**src/rtl/dstep_pkg.sv**
```systemverilog
// Package: shared widths and condition codes for the division step unit.
// Assumes a two's-complement datapath; the selector encoding is fixed by R6.
package dstep_pkg;
    localparam int DSTEP_W  = 32;
    localparam int COND_W   = 4;

    typedef enum logic [2:0] {
        PRED_NEVER   = 3'd0,
        PRED_ZERO    = 3'd1,
        PRED_NEG     = 3'd2,
        PRED_NEG_Z   = 3'd3,
        PRED_NOCARRY = 3'd4,
        PRED_NC_Z    = 3'd5,
        PRED_OVF     = 3'd6,
        PRED_ODD     = 3'd7
    } pred_e;
endpackage

```
**src/rtl/dstep_adder.sv**
```systemverilog
// Module: dstep_adder
// Forms the shifted operand, chooses the addend from the mode flag and adds.
// Assumes the mode flag also supplies the carry-in (the +1 of a subtract).
module dstep_adder #(
    parameter int W = dstep_pkg::DSTEP_W
) (
    input  logic [W-1:0] rem_i,
    input  logic [W-1:0] div_i,
    input  logic         cb_i,
    input  logic         sub_i,
    output logic [W-1:0] sum_o,
    output logic         cout_o,
    output logic [W-1:0] cvec_o,
    output logic         ovf_o
);
    localparam int MSB = W - 1;

    logic [W-1:0] shifted;
    logic [W-1:0] addend;
    logic [W:0]   wide_sum;

    // Operand preparation: shift in the carry, pick true or inverted divisor.
    always_comb begin
        shifted = {rem_i[W-2:0], cb_i};
        addend  = sub_i ? ~div_i : div_i;
    end

    // Wide addition so the carry-out of the top bit is kept.
    always_comb begin
        wide_sum = {1'b0, shifted} + {1'b0, addend} + {{W{1'b0}}, sub_i};
        sum_o    = wide_sum[W-1:0];
        cout_o   = wide_sum[W];
    end

    // Per-bit carry-in vector and signed overflow of the addition.
    always_comb begin
        cvec_o = shifted ^ addend ^ sum_o;
        ovf_o  = (shifted[MSB] ~^ addend[MSB]) & (sum_o[MSB] ^ shifted[MSB]);
    end
endmodule

```
**src/rtl/dstep_cond.sv**
```systemverilog
// Module: dstep_cond
// Evaluates the selected predicate on the step result, carry-out and overflow.
// Assumes a zero selector means "no condition" and yields 0.
module dstep_cond #(
    parameter int W = dstep_pkg::DSTEP_W
) (
    input  logic [W-1:0]                  res_i,
    input  logic                          cout_i,
    input  logic                          ovf_i,
    input  logic [dstep_pkg::COND_W-1:0]  sel_i,
    output logic                          hit_o
);
    import dstep_pkg::*;

    logic  is_zero;
    logic  raw;
    pred_e pred;

    // Decode the predicate code from the upper selector bits.
    always_comb begin
        pred    = pred_e'(sel_i[3:1]);
        is_zero = (res_i == '0);
    end

    // Predicate evaluation.
    always_comb begin
        unique case (pred)
            PRED_NEVER:   raw = 1'b0;
            PRED_ZERO:    raw = is_zero;
            PRED_NEG:     raw = res_i[W-1];
            PRED_NEG_Z:   raw = res_i[W-1] | is_zero;
            PRED_NOCARRY: raw = ~cout_i;
            PRED_NC_Z:    raw = ~cout_i | is_zero;
            PRED_OVF:     raw = ovf_i;
            PRED_ODD:     raw = res_i[0];
            default:      raw = 1'b0;
        endcase
    end

    // Apply the inversion bit; a zero selector forces no hit.
    always_comb begin
        hit_o = (sel_i == '0) ? 1'b0 : (raw ^ sel_i[0]);
    end
endmodule

```
**src/rtl/dstep_status.sv**
```systemverilog
// Module: dstep_status
// Holds carry bit, carry vector and mode flag between steps.
// Assumes synchronous active-low reset that takes priority over the load.
module dstep_status #(
    parameter int W = dstep_pkg::DSTEP_W
) (
    input  logic         clk,
    input  logic         rst_n,
    input  logic         load_i,
    input  logic         cb_d,
    input  logic         v_d,
    input  logic [W-1:0] cvec_d,
    output logic         cb_q,
    output logic         v_q,
    output logic [W-1:0] cvec_q
);
    // Status register: clear on reset, load on a valid step, hold otherwise.
    always_ff @(posedge clk) begin
        if (!rst_n) begin
            cb_q   <= 1'b0;
            v_q    <= 1'b0;
            cvec_q <= '0;
        end else if (load_i) begin
            cb_q   <= cb_d;
            v_q    <= v_d;
            cvec_q <= cvec_d;
        end
    end
endmodule

```
**src/rtl/dstep_unit.sv**
```systemverilog
// Module: dstep_unit (top)
// One non-restoring division iteration with a stored carry, carry vector and
// add/subtract flag. Assumes the caller feeds next_rem back as part_rem.
module dstep_unit #(
    parameter int W = dstep_pkg::DSTEP_W
) (
    input  logic                          clk,
    input  logic                          rst_n,
    input  logic                          step_valid,
    input  logic [W-1:0]                  part_rem,
    input  logic [W-1:0]                  divisor,
    input  logic [dstep_pkg::COND_W-1:0]  cond_sel,
    output logic [W-1:0]                  next_rem,
    output logic                          cond_hit,
    output logic                          carry_msb,
    output logic                          v_flag,
    output logic [W-1:0]                  carry_vec
);
    logic         cout;
    logic         ovf;
    logic [W-1:0] cvec;
    logic         v_next;

    // Arithmetic core of the step.
    dstep_adder #(.W(W)) u_add (
        .rem_i  (part_rem),
        .div_i  (divisor),
        .cb_i   (carry_msb),
        .sub_i  (v_flag),
        .sum_o  (next_rem),
        .cout_o (cout),
        .cvec_o (cvec),
        .ovf_o  (ovf)
    );

    // Condition outcome for skipping the following operation.
    dstep_cond #(.W(W)) u_cond (
        .res_i  (next_rem),
        .cout_i (cout),
        .ovf_i  (ovf),
        .sel_i  (cond_sel),
        .hit_o  (cond_hit)
    );

    // Next mode flag: carry-out against the divisor sign.
    always_comb v_next = cout ^ divisor[W-1];

    // Flags kept across steps.
    dstep_status #(.W(W)) u_stat (
        .clk    (clk),
        .rst_n  (rst_n),
        .load_i (step_valid),
        .cb_d   (cout),
        .v_d    (v_next),
        .cvec_d (cvec),
        .cb_q   (carry_msb),
        .v_q    (v_flag),
        .cvec_q (carry_vec)
    );
endmodule

```
**config.mk**
```make
export PLATFORM = sky130hd
export DESIGN_NAME = dstep_unit
export DESIGN_NICKNAME = d
export VERILOG_FILES = /design/src/rtl/dstep_pkg.sv /design/src/rtl/dstep_adder.sv /design/src/rtl/dstep_cond.sv /design/src/rtl/dstep_status.sv /design/src/rtl/dstep_unit.sv
export SDC_FILE = /design/constraint.sdc
export NUM_CORES = 1
export LEC_CHECK = 0
export ABC_AREA = 1
export BUFFER_PORTS_ARGS = -buffer_cell sky130_fd_sc_hd__buf_2
export CAP_MARGIN = 20
export CORE_MARGIN = 4
export CORE_UTILIZATION = 39
export CTS_CLUSTER_SIZE = 8
export DETAILED_ROUTE_END_ITERATION = 8
export PLACE_DENSITY = 0.65
export SETUP_SLACK_MARGIN = 0.02
export SLEW_MARGIN = 10
export SYNTH_ARGS = -nofsm -noshare
export SYNTH_HDL_FRONTEND = slang
export SYNTH_SLANG_ARGS = --single-unit
```
**constraint.sdc**
```tcl
create_clock -name clk -period 4.1 [get_ports clk]
set_clock_uncertainty 0.1 [all_clocks]
set_input_delay 0.615 -clock clk [delete_from_list [all_inputs] [get_ports clk]]
set_output_delay 0.615 -clock clk [all_outputs]
set_load 0.02 [all_outputs]
```
# After elaboration in Yosys (flattened, before gate mapping)
# Index checks and enable logic that the tools add are counted.
[op_classes]
n_eq_ne = 7
n_addsub = 2
n_bitwise = 11
mux = 3
reduce_logical = 3
[ops]
columns = ["cell", "n"]
rows = [
  ["bitwise XOR 32 bit", 2],
  ["adder 32 x 32 -> 33 bit", 1],
  ["adder 33 x 1 -> 33 bit", 1],
  ["logical NOT 32 bit", 1],
  ["2-to-1 mux 32 bit", 1],
  ["NOT 32 bit", 1],
  ["== test 3 bit, second input constant", 4],
  ["case mux 1 bit (8 select lines)", 1],
  ["== test 3 x 2 -> 1 bit, second input constant", 2],
  ["logical NOT 4 bit", 1],
  ["== test 3 x 1 -> 1 bit, second input constant", 1],
  ["logical NOT 3 bit", 1],
  ["bitwise XOR 1 bit", 3],
  ["OR 1 bit", 2],
  ["bitwise AND 1 bit", 1],
  ["2-to-1 mux 1 bit", 1],
  ["NOT 1 bit", 1],
  ["XNOR 1 bit", 1],
]
[totals]
wordCells = 29
reg_bits = 34
out_inout_bits = 67

# Logic depth before layout (Yosys ltp)
# Gate-level depths: netlist of run 1.
[depth]
depth_word = 9
depth_mapped = 23
ltp_nobuf = 23

# Hierarchy
# From an unflattened synthesis of run 1, not the netlist that was laid out.
[hier_totals]
cells_unflattened = 687
hier_area_um2 = 4066.4
[modules_own_cells]
columns = ["mod", "cells_per_inst", "seq_area_each_um2", "area_per_inst_um2", "n_inst"]
rows = [
  ["dstep_adder", 419, 0.0, 2438.6, 1],
  ["dstep_status", 216, 680.7, 1403.8, 1],
  ["dstep_cond", 47, 0.0, 205.2, 1],
  ["dstep_unit", 5, 0.0, 18.8, 1],
]

# Worst setup path after synthesis of run 1
# Ideal clock, no wire load.
[synth_timing]
path_type = "reg-to-output"
from = "reg u_stat.v_q"
to = "out cond_hit"
required_ns = 3.385
stages_incl_launch_ff = 18
arrival_ns = 3.141
n_path_buf = 2
setup_slack_ns = 0.244
path_cell_list = "dfxtp_1 -> buf_6 -> clkbuf_1 -> xor2_1 -> ha_1 -> nand2_1 -> nor2_1 -> nand3_1 -> nand3_2 -> nand3_1 -> nand2_1 -> xor2_1 -> nor2_1 -> nand3_1 -> nor2_1 -> a21oi_2 -> nand3_1 -> nand2_1"
[synth_between]
elab_chain_cells = 8
elab_cells_between_ends = 13
cone_classes = "add/sub: 2; mux: 3; bitwise: 7; reduce/logical: 1"
[synth_rtl]
columns = ["item", "line_no", "source"]
rows = [
  ["start, declared", "dstep_status.sv:14", "output logic v_q,"],
  ["start signal, assigned", "dstep_status.sv:25", "v_q <= v_d;"],
  ["2-to-1 mux 32 bit", "dstep_adder.sv:25", "addend = sub_i ? ~div_i : div_i;"],
  ["adder 32 x 32 -> 33 bit", "dstep_adder.sv:30", "wide_sum = {1'b0, shifted} + {1'b0, addend} + {{W{1'b0}}, sub_i};"],
  ["adder 33 x 1 -> 33 bit *", "dstep_adder.sv:30", ""],
  ["net next_rem[18]", "dstep_unit.sv:13", "output logic [W-1:0] next_rem,"],
  ["logical NOT 32 bit *", "dstep_cond.sv:22", "is_zero = (res_i == '0);"],
  ["OR 1 bit, on equally long branches", "dstep_cond.sv:33, dstep_cond.sv:31", ""],
  ["case mux 1 bit (8 select lines) *", "dstep_cond.sv:27", "unique case (pred)"],
  ["bitwise XOR 1 bit *", "dstep_cond.sv:42", "hit_o = (sel_i == '0) ? 1'b0 : (raw ^ sel_i[0]);"],
  ["2-to-1 mux 1 bit *", "dstep_cond.sv:42", ""],
  ["end, declared", "dstep_unit.sv:14", "output logic cond_hit,"],
]
# Mark *: on every way through the listed nets, which the timed path passes. The rest lies on a longest branch.

# Worst setup path after layout of run 1
[layout_timing]
from = "reg u_stat.v_q"
to = "out cond_hit"
[layout_between]
elab_chain_cells = 8
elab_cells_between_ends = 13
cone_classes = "add/sub: 2; mux: 3; bitwise: 7; reduce/logical: 1"
[layout_rtl]
columns = ["item", "line_no", "source"]
rows = [
  ["2-to-1 mux 32 bit", "dstep_adder.sv:25", ""],
  ["adder 32 x 32 -> 33 bit", "dstep_adder.sv:30", ""],
  ["adder 33 x 1 -> 33 bit", "dstep_adder.sv:30", ""],
  ["logical NOT 32 bit (tied with other cells)", "dstep_cond.sv:22", ""],
  ["OR 1 bit (tied with other cells)", "dstep_cond.sv:33", "PRED_NC_Z: raw = ~cout_i | is_zero;"],
  ["case mux 1 bit (8 select lines) *", "dstep_cond.sv:27", ""],
  ["bitwise XOR 1 bit *", "dstep_cond.sv:42", ""],
  ["2-to-1 mux 1 bit *", "dstep_cond.sv:42", ""],
]
# Every way passes the cells marked *; elsewhere a longest branch is shown, timed or not.

==> results of run 1 <==
==> state kept, by name (all words and copies together), names as in the netlist <==
name           count
u_stat.v_q         1
u_stat.cb_q        1
u_stat.cvec_q     32
==> per-stage QoR <==
stage	util (%)	setup slack [ps]	instance area, µm²	TNS [ps]	std cells
3_3_place_gp	47.5	63.2	5400	0	1109
4_1_cts	48.9	22.1	5560	0	1117
2_1_floorplan	-	244	4520	0	833
3_5_place_dp	47.5	19.3	5400	0	1109
5_1_grt	57.5	-38.6	6540	-38.6	1147
6_report	57.5	172	6540	0	1147
==> layer usage <==
layer	share of wire, %	up-vias
met5	0	-
met4	0.76	0
met3	6.2	11
met2	47	146
met1	46	2438
li1	-	2852
==> logic make-up (layout without fill, tap and decap cells) <==
| kind of cell | after synthesis | in the layout | share of synthesized area, % |
|---|---|---|---|
| buf+inv | 194 | 365 | 16.3 |
| simple gates | 466 | 466 | 43.0 |
| xor+xnor | 39 | 39 | 7.56 |
| compound gates | 63 | 63 | 7.68 |
| fa+ha+maj | 37 | 37 | 10.4 |
| flops | 34 | 34 | 15.1 |
==> cell usage after synthesis (2+ instances only) <==
cell / n / area, µm²
dfxtp_1: 34 / 681
o211ai_1: 2 / 15.0
nand3_2: 4 / 40.0
inv_1: 180 / 676
nor3_1: 4 / 20.0
nor2_1: 118 / 443
xor2_1: 34 / 298
and2_1: 3 / 18.8
ha_1: 36 / 450
nand4_1: 12 / 75.1
xnor2_1: 5 / 43.8
a21oi_1: 18 / 90.1
nand2_2: 11 / 68.8
nand2_1: 264 / 991
o21bai_1: 4 / 30.0
nor2_2: 2 / 12.5
o21ai_0: 33 / 165
nand3_1: 36 / 180
clkbuf_1: 12 / 45.0
nand3b_1: 6 / 45.0
o221ai_1: 2 / 17.5
==> worst max-delay path, stage by stage (launching register included) <==
cell and delay, ps:
dfxtp_4 460, clkbuf_16 210, xor2_1 230, ha_4 270
nand2_2 120, inv_1 70, nand2_1 70, nand2_1 80
a21oi_2 180, nor2_1 80, nor2_2 160, nand2_2 100
nand2_1 80, nand2_2 80, nor2_1 130, nand3_2 90
o21bai_1 150, nand2_1 80, nand2_1 70, nand2_1 50
nand2_1 70, buf_6 120
==> worst max-delay path by stage <==
| stage | from | endpoint | slack (ps) | cells past startpoint |
|---|---|---|---|---|
| after global routing | u_stat.v_q$_SDFFE_PN0P_ | cond_hit | -40 | 19 |
| after global placement | divisor[0] | cond_hit | 60 | 24 |
| after CTS | u_stat.v_q$_SDFFE_PN0P_ | cond_hit | 20 | 23 |
| after detailed placement | divisor[0] | cond_hit | 20 | 24 |
| after floorplan | u_stat.v_q$_SDFFE_PN0P_ | cond_hit | 240 | 17 |
| final | u_stat.v_q$_SDFFE_PN0P_ | cond_hit | 170 | 21 |
==> power by group through the flow <==
stage	registers, mW	clock network [mW]	logic, mW
6_report	0.397	0.376	1.88
5_1_grt	0.401	0.392	2.06
4_1_cts	0.391	0.381	1.52
3_5_place_dp	0.397	0	1.51
3_3_place_gp	0.396	0	1.51
2_1_floorplan	0.441	0	0.985
==> area by class of cell <==
cell class,count,share of cell area [%]
tap,143,2.74
inverter,181,10.4
multi-input combinational,605,57.7
timing repair buffer,176,16.4
clock buffer,6,2.12
sequential,34,10.5
clock inverter,2,0.191
==> repair_timing <==
action,4_1_cts,5_1_grt
hold endpoints to repair,0,0
cloned,0,3
setup endpoints to repair,1,1
gates resized for setup,3,157
pin swaps,0,42
buffers inserted,0,27
==> impl_results.md, run 1 <==
- Status: finished, final reports clean
- Psw: about 1.3 mW
- Worst slew pin tran: ~750 ps
- Asr flop ratio synth: 0%
- Wire per inst: 13.4 µm
- Number of synthesized register bits: 34
- Pre-antenna DRT Iters: 5
- Remaining global-route overflow: 0
- Layout net count: 1111
- Sequential share of the synthesized area: between 15 and 20%
- Vias in the first global route: 4775
- Net Sw Frac: roughly 50%
- Internal: 1.31 mW
- Post-synth EDFFs: 0
- Flip-flop and latch area: ~680 µm²
- Detailed Route WL: about 15000 µm
- Most used DFF post-synth: dfxtp_1
- Fmax: between 0.2 and 0.3 GHz
- TritonCTS buffer count: 5
- R2r worst-path depth: 17
- Synthesis Warnings: 0
- Area occupied by multi-input gates: about 3800 µm²
- Worst Hold Path EP: u_stat.cvec_q[1]$_SDFFE_PN0P_
- Max-Cap Viols: 0
- Crit Path Max Fanout: 8
- Commonest non-fill, non-tap cells in the layout: nand2_1 (232), inv_1 (176), buf_2 (135), nor2_1 (95), nand2_2 (36)
- Core area: 11400 µm²
- Die width: around 120 µm
- Top Usage Layer GRT: met2
- GPL Wtd Cong: ~0.95
- Layout filler cell count: 1167
- Minimum clock period: roughly 3900 ps
- Drt drc: 0
- Layout cells sized above 1: a little under a third
- Die area: around 13000 µm²
- Pins over their slew limit: 0
- GR Util met3: roughly 1.3%
- H-tree lvl count: 2
- Routed vias/inst: roughly 4.7
- Initial antenna violation count: 0
- DP HPWL: around 12000 µm
- Fraction of power consumed by sequential logic: 15.0%
- Hold-fix buffers, CTS: 0
- Setup violations, final: 0
- Most common cell after layout, fill and taps aside: nand2_1
- Clock power frac: between 10% and 20%
- Layout area overhead: 44.8%
- Root buf cell: clkbuf_16
- Crit path DAT: roughly 3200 ps
- Worst Setup Start Kind: flip-flop
- Sink Count: 34
- P per Cell Area: just over 400 nW/µm²
- Synth cell types: 34
- Skew-Pair Late Insertion Delay: 280 ps
- Grt met1 use: between 20% and 30%
- Worst EP required: 3380 ps
- CP endpoint kind: output pin
- Clk slew on worst S/H paths: 50 ps
- Leakage: around 3.8 nW
- Largest net degree at the start of global routing: around 40
- Die Height: 116 µm
- Post-layout power: 2.65 mW
- M2 GR Usage: a little over a third
- Vias: between 5000 and 6000
- CTS tree: done
- Ports: 138
- Logic gate share of total power: 70.8%
- Min-delay src: u_stat.cvec_q[1]$_SDFFE_PN0P_
- RR Endpoint: u_stat.cvec_q[17]$_SDFFE_PN0P_
- Total track usage: around a fifth
- Syn Inst Count: approximately 830
- Hold WC Path Type: reg -> reg
- DRT antenna net count: 0
- Hold Path Depth: 2
- Type of the worst setup path: reg -> out
- Final Hold Vio Count: 0
- Port bufs: between 100 and 150
- Syn Area/Cell: roughly 5.4 µm²
- Ant. Diodes: 0
- Rel. slew slack: 49.7%
- First-pass GRT wire length: around 22000 µm
- FF-to-FF Start: u_stat.v_q$_SDFFE_PN0P_
- Mapped Area: 4520 µm²
- Clock tree buffer depth: 2
- R2R setup slack: 1250 ps
- Row count: 39
- Initial core utilization: about two fifths
- Syn_nets: 941
- Fin Hold WS: 384 ps
- DR iter-0 viols: around 320
- Worst vdd ir: ~260 µV
- Final cycle utilization of the critical path: between 90% and 100%
No activity file was read; power rests on OpenSTA's default activity.
==> run 2, diff against run 1 <==
--- a/config.mk
+++ b/config.mk
@@ -13,4 +13,5 @@
 export CTS_CLUSTER_SIZE = 8
 export DETAILED_ROUTE_END_ITERATION = 8
+export GPL_TIMING_DRIVEN = 0
 export PLACE_DENSITY = 0.65
 export SETUP_SLACK_MARGIN = 0.02
==> constraint.sdc (replaced) <==
create_clock -name clk -period 4.1 [get_ports clk]
set_clock_uncertainty 0.1 [all_clocks]
set_input_delay 0.615 -clock clk [delete_from_list [all_inputs] [get_ports clk]]
set_output_delay 0.615 -clock clk [all_outputs]
set_load 0.05 [all_outputs]
==> impl_results.md, run 2 (synthesis results as in run 1) <==
- DR iter-0 viols: 498 (was 319)
- TritonCTS buffer count: 5 (unchanged)
- Max-Cap Viols: 0 (unchanged)
- Biggest register: u_stat.cvec_q (unchanged)
- Layout area overhead: 62.8% (was 44.8%)
- Worst vdd ir: 336 µV (was 264 µV)
- Die Height: 116 µm (unchanged)
- Commonest non-fill, non-tap cells in the layout: nand2_1 (194), inv_1 (171), buf_2 (135), nor2_1 (84), nand2_2 (60) (was nand2_1 (232), inv_1 (176), buf_2 (135), nor2_1 (95), nand2_2 (36))
- P per Cell Area: 457 nW/µm² (was 405 nW/µm²)
- Hold WC Path Type: reg -> reg (unchanged)
- Ports: 138 (unchanged)
- Fin Hold WS: 381 ps (was 384 ps)
- Worst Setup Start Kind: flip-flop (unchanged)
- Root buf cell: clkbuf_16 (unchanged)
- RR Endpoint: u_stat.v_q$_SDFFE_PN0P_ (was u_stat.cvec_q[17]$_SDFFE_PN0P_)
- CP peak stage delay: 380 ps (was 460 ps)
- Skew-Pair Late Insertion Delay: 270 ps (was 280 ps)
- DP HPWL: 12300 µm (was 12100 µm)
- R2R setup slack: 1170 ps (was 1250 ps)
- Top Usage Layer GRT: met2 (unchanged)
- Sink Count: 34 (unchanged)
- Leakage: 4.10 nW (was 3.84 nW)
- First-pass GRT wire length: 23400 µm (was 22400 µm)
- GR Util met3: 2.35% (was 1.25%)
- Clock tree buffer depth: 2 (unchanged)
- Critical Path Stages: 19 (was 21)
- Hold Path Depth: 2 (unchanged)
- R2r worst-path depth: 17 (unchanged)
- Vias in the first global route: 4907 (was 4775)
- Row count: 39 (unchanged)
- FF-to-FF Start: u_stat.v_q$_SDFFE_PN0P_ (unchanged)
- WP buf/inv: 5 (was 3)
- Ant. Diodes: 0 (unchanged)
- Most common cell on crit path: nand2_1 (unchanged)
- Remaining global-route overflow: 0 (unchanged)
- Slowest-stage cell, CP: dfxtp_4 (unchanged)
- Final cycle utilization of the critical path: 98.4% (was 95.8%)
- Rel. slew slack: 68.5% (was 49.7%)
- Die area: 13400 µm² (unchanged)
- Port bufs: 136 (unchanged)
- GPL Wtd Cong: 0.985 (was 0.952)
- Layout filler cell count: 1003 (was 1167)
- Finished Layout Cells: 1181 (was 1147)
- Detailed Route WL: 17300 µm (was 15400 µm)
- Worst EP required: 3380 ps (about the same)
- Status: finished, final reports clean (unchanged)
- Layout cells sized above 1: 40.8% (was 31.9%)
- Cell family with most CP delay: simple AND/OR/NAND/NOR gates (unchanged)
- Largest regs: u_stat.cvec_q x32, u_stat.cb_q x1, u_stat.v_q x1 (unchanged)
- Fmax: 0.248 GHz (was 0.255 GHz)
- Core area: 11400 µm² (unchanged)
- CP endpoint kind: output pin (unchanged)
- H-tree lvl count: 2 (unchanged)
- Minimum clock period: 4030 ps (was 3930 ps)
- Worst slew pin tran: 469 ps (was 754 ps)
- Placed cell count: 1112 (was 1109)
- Crit Path Max Fanout: 6 (was 8)
- Clk slew on worst S/H paths: 50 ps (about the same)
- Type of the worst setup path: reg -> out (unchanged)
- Vias: 5851 (was 5447)
- M2 GR Usage: 36.9% (was 35.3%)
- Routed vias/inst: 4.95 (was 4.75)
- Initial antenna violation count: 0 (unchanged)
- Setup violations, final: 0 (unchanged)
- Pre-antenna DRT Iters: 6 (was 5)
- Largest net degree at the start of global routing: 11 (was 41)
- CTS tree: done (unchanged)
- Cell Chain, Critical Path: buf_12 > clkbuf_16 > xor2_4 > ha_4 > nand2_4 > inv_1 > a21oi_4 > buf_6 > nand3_4 > xnor2_2 > nand3_2 > nor2_4 > nand3_2 > o21bai_1 > nand2_1 > nand2_1 > nand2_1 > nand2_2 > buf_8 (was clkbuf_16 > xor2_1 > ha_4 > nand2_2 > inv_1 > nand2_1 > nand2_1 > a21oi_2 > nor2_1 > nor2_2 > nand2_2 > nand2_1 > nand2_2 > nor2_1 > nand3_2 > o21bai_1 > nand2_1 > nand2_1 > nand2_1 > nand2_1 > buf_6)
- Most common cell after layout, fill and taps aside: nand2_1 (unchanged)
- Total track usage: 22.0% (was 20.8%)
- Crit path DAT: 3320 ps (was 3210 ps)
- Final Hold Vio Count: 0 (unchanged)
- Wire per inst: 14.7 µm (was 13.4 µm)
- Layout net count: 1147 (was 1111)
- Min-delay src: u_stat.cvec_q[1]$_SDFFE_PN0P_ (unchanged)
- DRT antenna net count: 0 (unchanged)
- Worst Hold Path EP: u_stat.cvec_q[1]$_SDFFE_PN0P_ (unchanged)
- Die width: 116 µm (unchanged)
- Grt met1 use: 30.2% (was 29.6%)
- Drt drc: 0 (unchanged)
- Pins over their slew limit: 0 (unchanged)
- Initial core utilization: 39.7% (unchanged)
- Largest register FFs: 32 (unchanged)
==> run 2: changes by cell type in the layout (fill, tap and decap cells not counted), moves of 10 or more <==
cell / previous run / this run
nand2_1: 232 / 194
xor2_2: 4 / 14
buf_4: 33 / 57
nor2_1: 95 / 84
nand2_2: 36 / 60
nor2_4: 9 / 19
xor2_1: 26 / 14
nand2_4: 7 / 21
ha_4: 16 / 27
==> run 2: through the flow <==
stage | TNS, ps | power (mW) | util [%] | worst slack (ps) | area [µm²]
floorplan | 0 | 1.79 | - | 36.3 | 4530
finish | 0 | 3.36 | 64.7 | 66.0 | 7350
global route | -59.6 | 3.54 | 64.7 | -59.6 | 7350
detailed placement | -214 | 2.26 | 47.4 | -214 | 5390
CTS | 0 | 2.75 | 51.9 | 20.6 | 5900
global placement | -206 | 2.25 | 47.4 | -206 | 5390
==> run 2: area by class of cell <==
cell class                 count  area [µm²]  area share (%)
buffer                        13         129            1.75
inverter                     181         679            9.24
timing repair buffer         199        1220            16.6
sequential                    34         686            9.32
multi-input combinational    605        4320            58.8
tap                          143         179            2.43
clock buffer                   6         139            1.89
==> run 2: repair_timing <==
item                                    CTS  global route
setup buffers                            17            42
resized for setup                        60           226
endpoints found under the setup margin    1             1
hold buffers                              0             0
pin swaps                                23           104
cloned                                    0             4
==> run 2: per-layer routing <==
metal	wire length (µm)	vias up	share of wire (%)
li1	-	2898	-
met5	0	-	0
met1	7110	2650	41
met2	8220	265	47
met4	466	0	2.7
met3	1540	38	8.9
==> run 2: where the power goes <==
group          switching (mW)  total, mW  internal (mW)
sequential             0.0226      0.392          0.370
clock                   0.126      0.360          0.234
combinational            1.72       2.61          0.887
==> run 2: worst max-delay path by stage <==
stage / start / to / slack [ps]
finish: u_stat.v_q$_SDFFE_PN0P_ / cond_hit / 70
global route: u_stat.v_q$_SDFFE_PN0P_ / cond_hit / -60
CTS: u_stat.v_q$_SDFFE_PN0P_ / cond_hit / 20
detailed placement: u_stat.v_q$_SDFFE_PN0P_ / cond_hit / -210
global placement: u_stat.v_q$_SDFFE_PN0P_ / cond_hit / -210
floorplan: u_stat.v_q$_SDFFE_PN0P_ / cond_hit / 40
==> run 2: tightest hold or removal path, delay by kind of cell (launching register included) <==
family                 cells  cell delay (ps)
buffers and inverters      1               50
DFF                        1              320
AOI/OAI and AO/OA          1               80
==> run 3, diff against run 2 <==
CELL_PAD_IN_SITES_DETAIL_PLACEMENT = 0   (was not set)
CELL_PAD_IN_SITES_GLOBAL_PLACEMENT = 1   (was not set)
CORE_UTILIZATION = 35   (was 39)
PLACE_DENSITY = 0.85   (was 0.65)
==> impl_results.md, run 3 (synthesis results as in run 1) <==
- Status: finished, final reports clean (unchanged)
- Hold Path Depth: 2 (unchanged)
- Ant. Diodes: 0 (unchanged)
- DR iter-0 viols: 352 (was 498)
- Final cycle utilization of the critical path: 99.9% (was 98.4%)
- Largest net degree at the start of global routing: 11 (unchanged)
- DRT antenna net count: 0 (unchanged)
- Met2 wire length: 8030 µm (was 8220 µm)
- Worst vdd ir: 238 µV (was 336 µV)
- Skew-Pair Late Insertion Delay: 270 ps (about the same)
- Die Height: 122 µm (was 116 µm)
- Finished Layout Cells: 1196 (was 1181)
- Leakage: 4.05 nW (was 4.10 nW)
- P per Cell Area: 453 nW/µm² (was 457 nW/µm²)
- Clk slew on worst S/H paths: 50 ps (about the same)
- Most common cell after layout, fill and taps aside: nand2_1 (unchanged)
- Worst Hold Path EP: u_stat.cvec_q[1]$_SDFFE_PN0P_ (unchanged)
- DP HPWL: 12900 µm (was 12300 µm)
- RSZ-0062 raised after global routing: yes
- Vias in the first global route: 4873 (was 4907)
- Min-delay src: u_stat.cvec_q[1]$_SDFFE_PN0P_ (unchanged)
- Biggest register: u_stat.cvec_q (unchanged)
- Ports: 138 (unchanged)
- Max-Cap Viols: 0 (unchanged)
- Worst EP required: 3380 ps (about the same)
- Crit Path Max Fanout: 6 (unchanged)
- Initial antenna violation count: 0 (unchanged)
- Remaining global-route overflow: 0 (unchanged)
- Fmax: 0.244 GHz (was 0.248 GHz)
- FF-to-FF Start: u_stat.v_q$_SDFFE_PN0P_ (unchanged)
- Type of the worst setup path: reg -> out (unchanged)
- Highest routed metal layer: met4 (unchanged)
- Util after Layout: 57.5% (was 64.7%)
- Initial core utilization: 35.8% (was 39.7%)
- Total track usage: 20.6% (was 22.0%)
- Die area: 14800 µm² (was 13400 µm²)
- Pins over their slew limit: 0 (unchanged)
- Core area: 12600 µm² (was 11400 µm²)
- Minimum clock period: 4090 ps (was 4030 ps)
- RR Endpoint: u_stat.v_q$_SDFFE_PN0P_ (unchanged)
- Crit path DAT: 3380 ps (was 3320 ps)
- Detailed Route WL: 16800 µm (was 17300 µm)
- CTS tree: done (unchanged)
- Sink Count: 34 (unchanged)
- Largest regs: u_stat.cvec_q x32, u_stat.cb_q x1, u_stat.v_q x1 (unchanged)
- Metal3 WL: 945 µm (was 1540 µm)
- First-pass GRT wire length: 24000 µm (was 23400 µm)
- Rel. slew slack: 69.4% (was 68.5%)
- Hold-fix buffers, CTS: 0 (unchanged)
- R2R setup slack: 1210 ps (was 1170 ps)
- Clock tree buffer depth: 2 (unchanged)
- Row count: 41 (was 39)
- Pre-antenna DRT Iters: 5 (was 6)
- DP Area: 5430 µm² (was 5390 µm²)
- Largest register FFs: 32 (unchanged)
- Routed vias/inst: 4.67 (was 4.95)
- Root buf cell: clkbuf_16 (unchanged)
- Layout area overhead: 60.6% (was 62.8%)
- Vias: 5589 (was 5851)
- Worst Setup Start Kind: flip-flop (unchanged)
- Placed cell count: 1141 (was 1112)
- Hold WC Path Type: reg -> reg (unchanged)
- Worst slew pin tran: 458 ps (was 469 ps)
- Routed length on met1: 7330 µm (was 7110 µm)
- GPL Wtd Cong: 0.963 (was 0.985)
- R2r worst-path depth: 19 (was 17)
- Final Hold Vio Count: 0 (unchanged)
- Port bufs: 136 (unchanged)
- TritonCTS buffer count: 5 (unchanged)
- Die width: 122 µm (was 116 µm)
- Layout net count: 1133 (was 1147)
- Drt drc: 0 (unchanged)
- Commonest non-fill, non-tap cells in the layout: nand2_1 (185), inv_1 (169), buf_2 (135), nor2_1 (82), nand2_2 (70) (was nand2_1 (194), inv_1 (171), buf_2 (135), nor2_1 (84), nand2_2 (60))
- Layout cells sized above 1: 40.5% (was 40.8%)
- H-tree lvl count: 2 (unchanged)
- Setup violations, final: 0 (unchanged)
- Wire per inst: 14.1 µm (was 14.7 µm)
- Post-route cell area: 7250 µm² (was 7350 µm²)
- CP endpoint kind: output pin (unchanged)
-- run 3: power breakdown --
group	internal, mW	switching, mW
combinational	0.842	1.69
clock	0.234	0.123
sequential	0.370	0.0242
total	1.45	1.84
-- run 3: cell type report --
cell class                      count  area (µm²)
Buffer                             13         131
Sequential cell                    34         686
Inverter                          181         679
Clock buffer                        6         139
Timing Repair Buffer              185        1120
Tap cell                          172         215
Multi-Input combinational cell    605        4280
Fill cell                        1258        5370
-- run 3: critical path, stage by stage, from the launching register on --
cell and delay [ps]:
dfxtp_4 360, buf_12 150, clkbuf_16 170, xor2_1 160, ha_1 350, buf_6 150
nand2_1 70, nand2_2 60, nand2_2 70, nand2_2 70, inv_1 110, nand3_4 110
nand2_1 70, nand2_1 90, nor2_1 170, nand3_2 120, nor2_2 140, nand3_2 100
o21bai_1 150, nand2_1 90, nand2_1 60, nand2_1 50, nand2_1 80, buf_6 160
-- run 3: worst max-delay path by stage --
stage                          end                     from
after floorplan           cond_hit  u_stat.v_q$_SDFFE_PN0P_
after global placement    cond_hit  u_stat.v_q$_SDFFE_PN0P_
after detailed placement  cond_hit  u_stat.v_q$_SDFFE_PN0P_
after CTS                 cond_hit  u_stat.v_q$_SDFFE_PN0P_
after global routing      cond_hit  u_stat.v_q$_SDFFE_PN0P_
final                     cond_hit  u_stat.v_q$_SDFFE_PN0P_
-- run 3: per-stage QoR --
step	setup TNS (ps)	setup slack [ps]	power, mW	hold slack (ps)
floorplan	0	36.3	1.79	560
global route	-77.0	-77.0	3.50	392
CTS	0	20.4	2.79	379
detailed placement	-298	-298	2.28	368
finish	0	5.73	3.29	381
global placement	-285	-285	2.27	357
-- run 3: metal layers --
layer | vias up | GRT usage [%]
met5 | - | 0
met4 | 0 | 4.13
met3 | 26 | 2.18
met2 | 148 | 35.0
met1 | 2529 | 28.3
li1 | 2886 | -
-- run 3: timing repair --
action | 4_1_cts | 5_1_grt
gates cloned | 0 | 4
buffers inserted | 18 | 27
pin swaps | 21 | 84
resized for setup | 70 | 224
setup endpoints to repair | 1 | 1
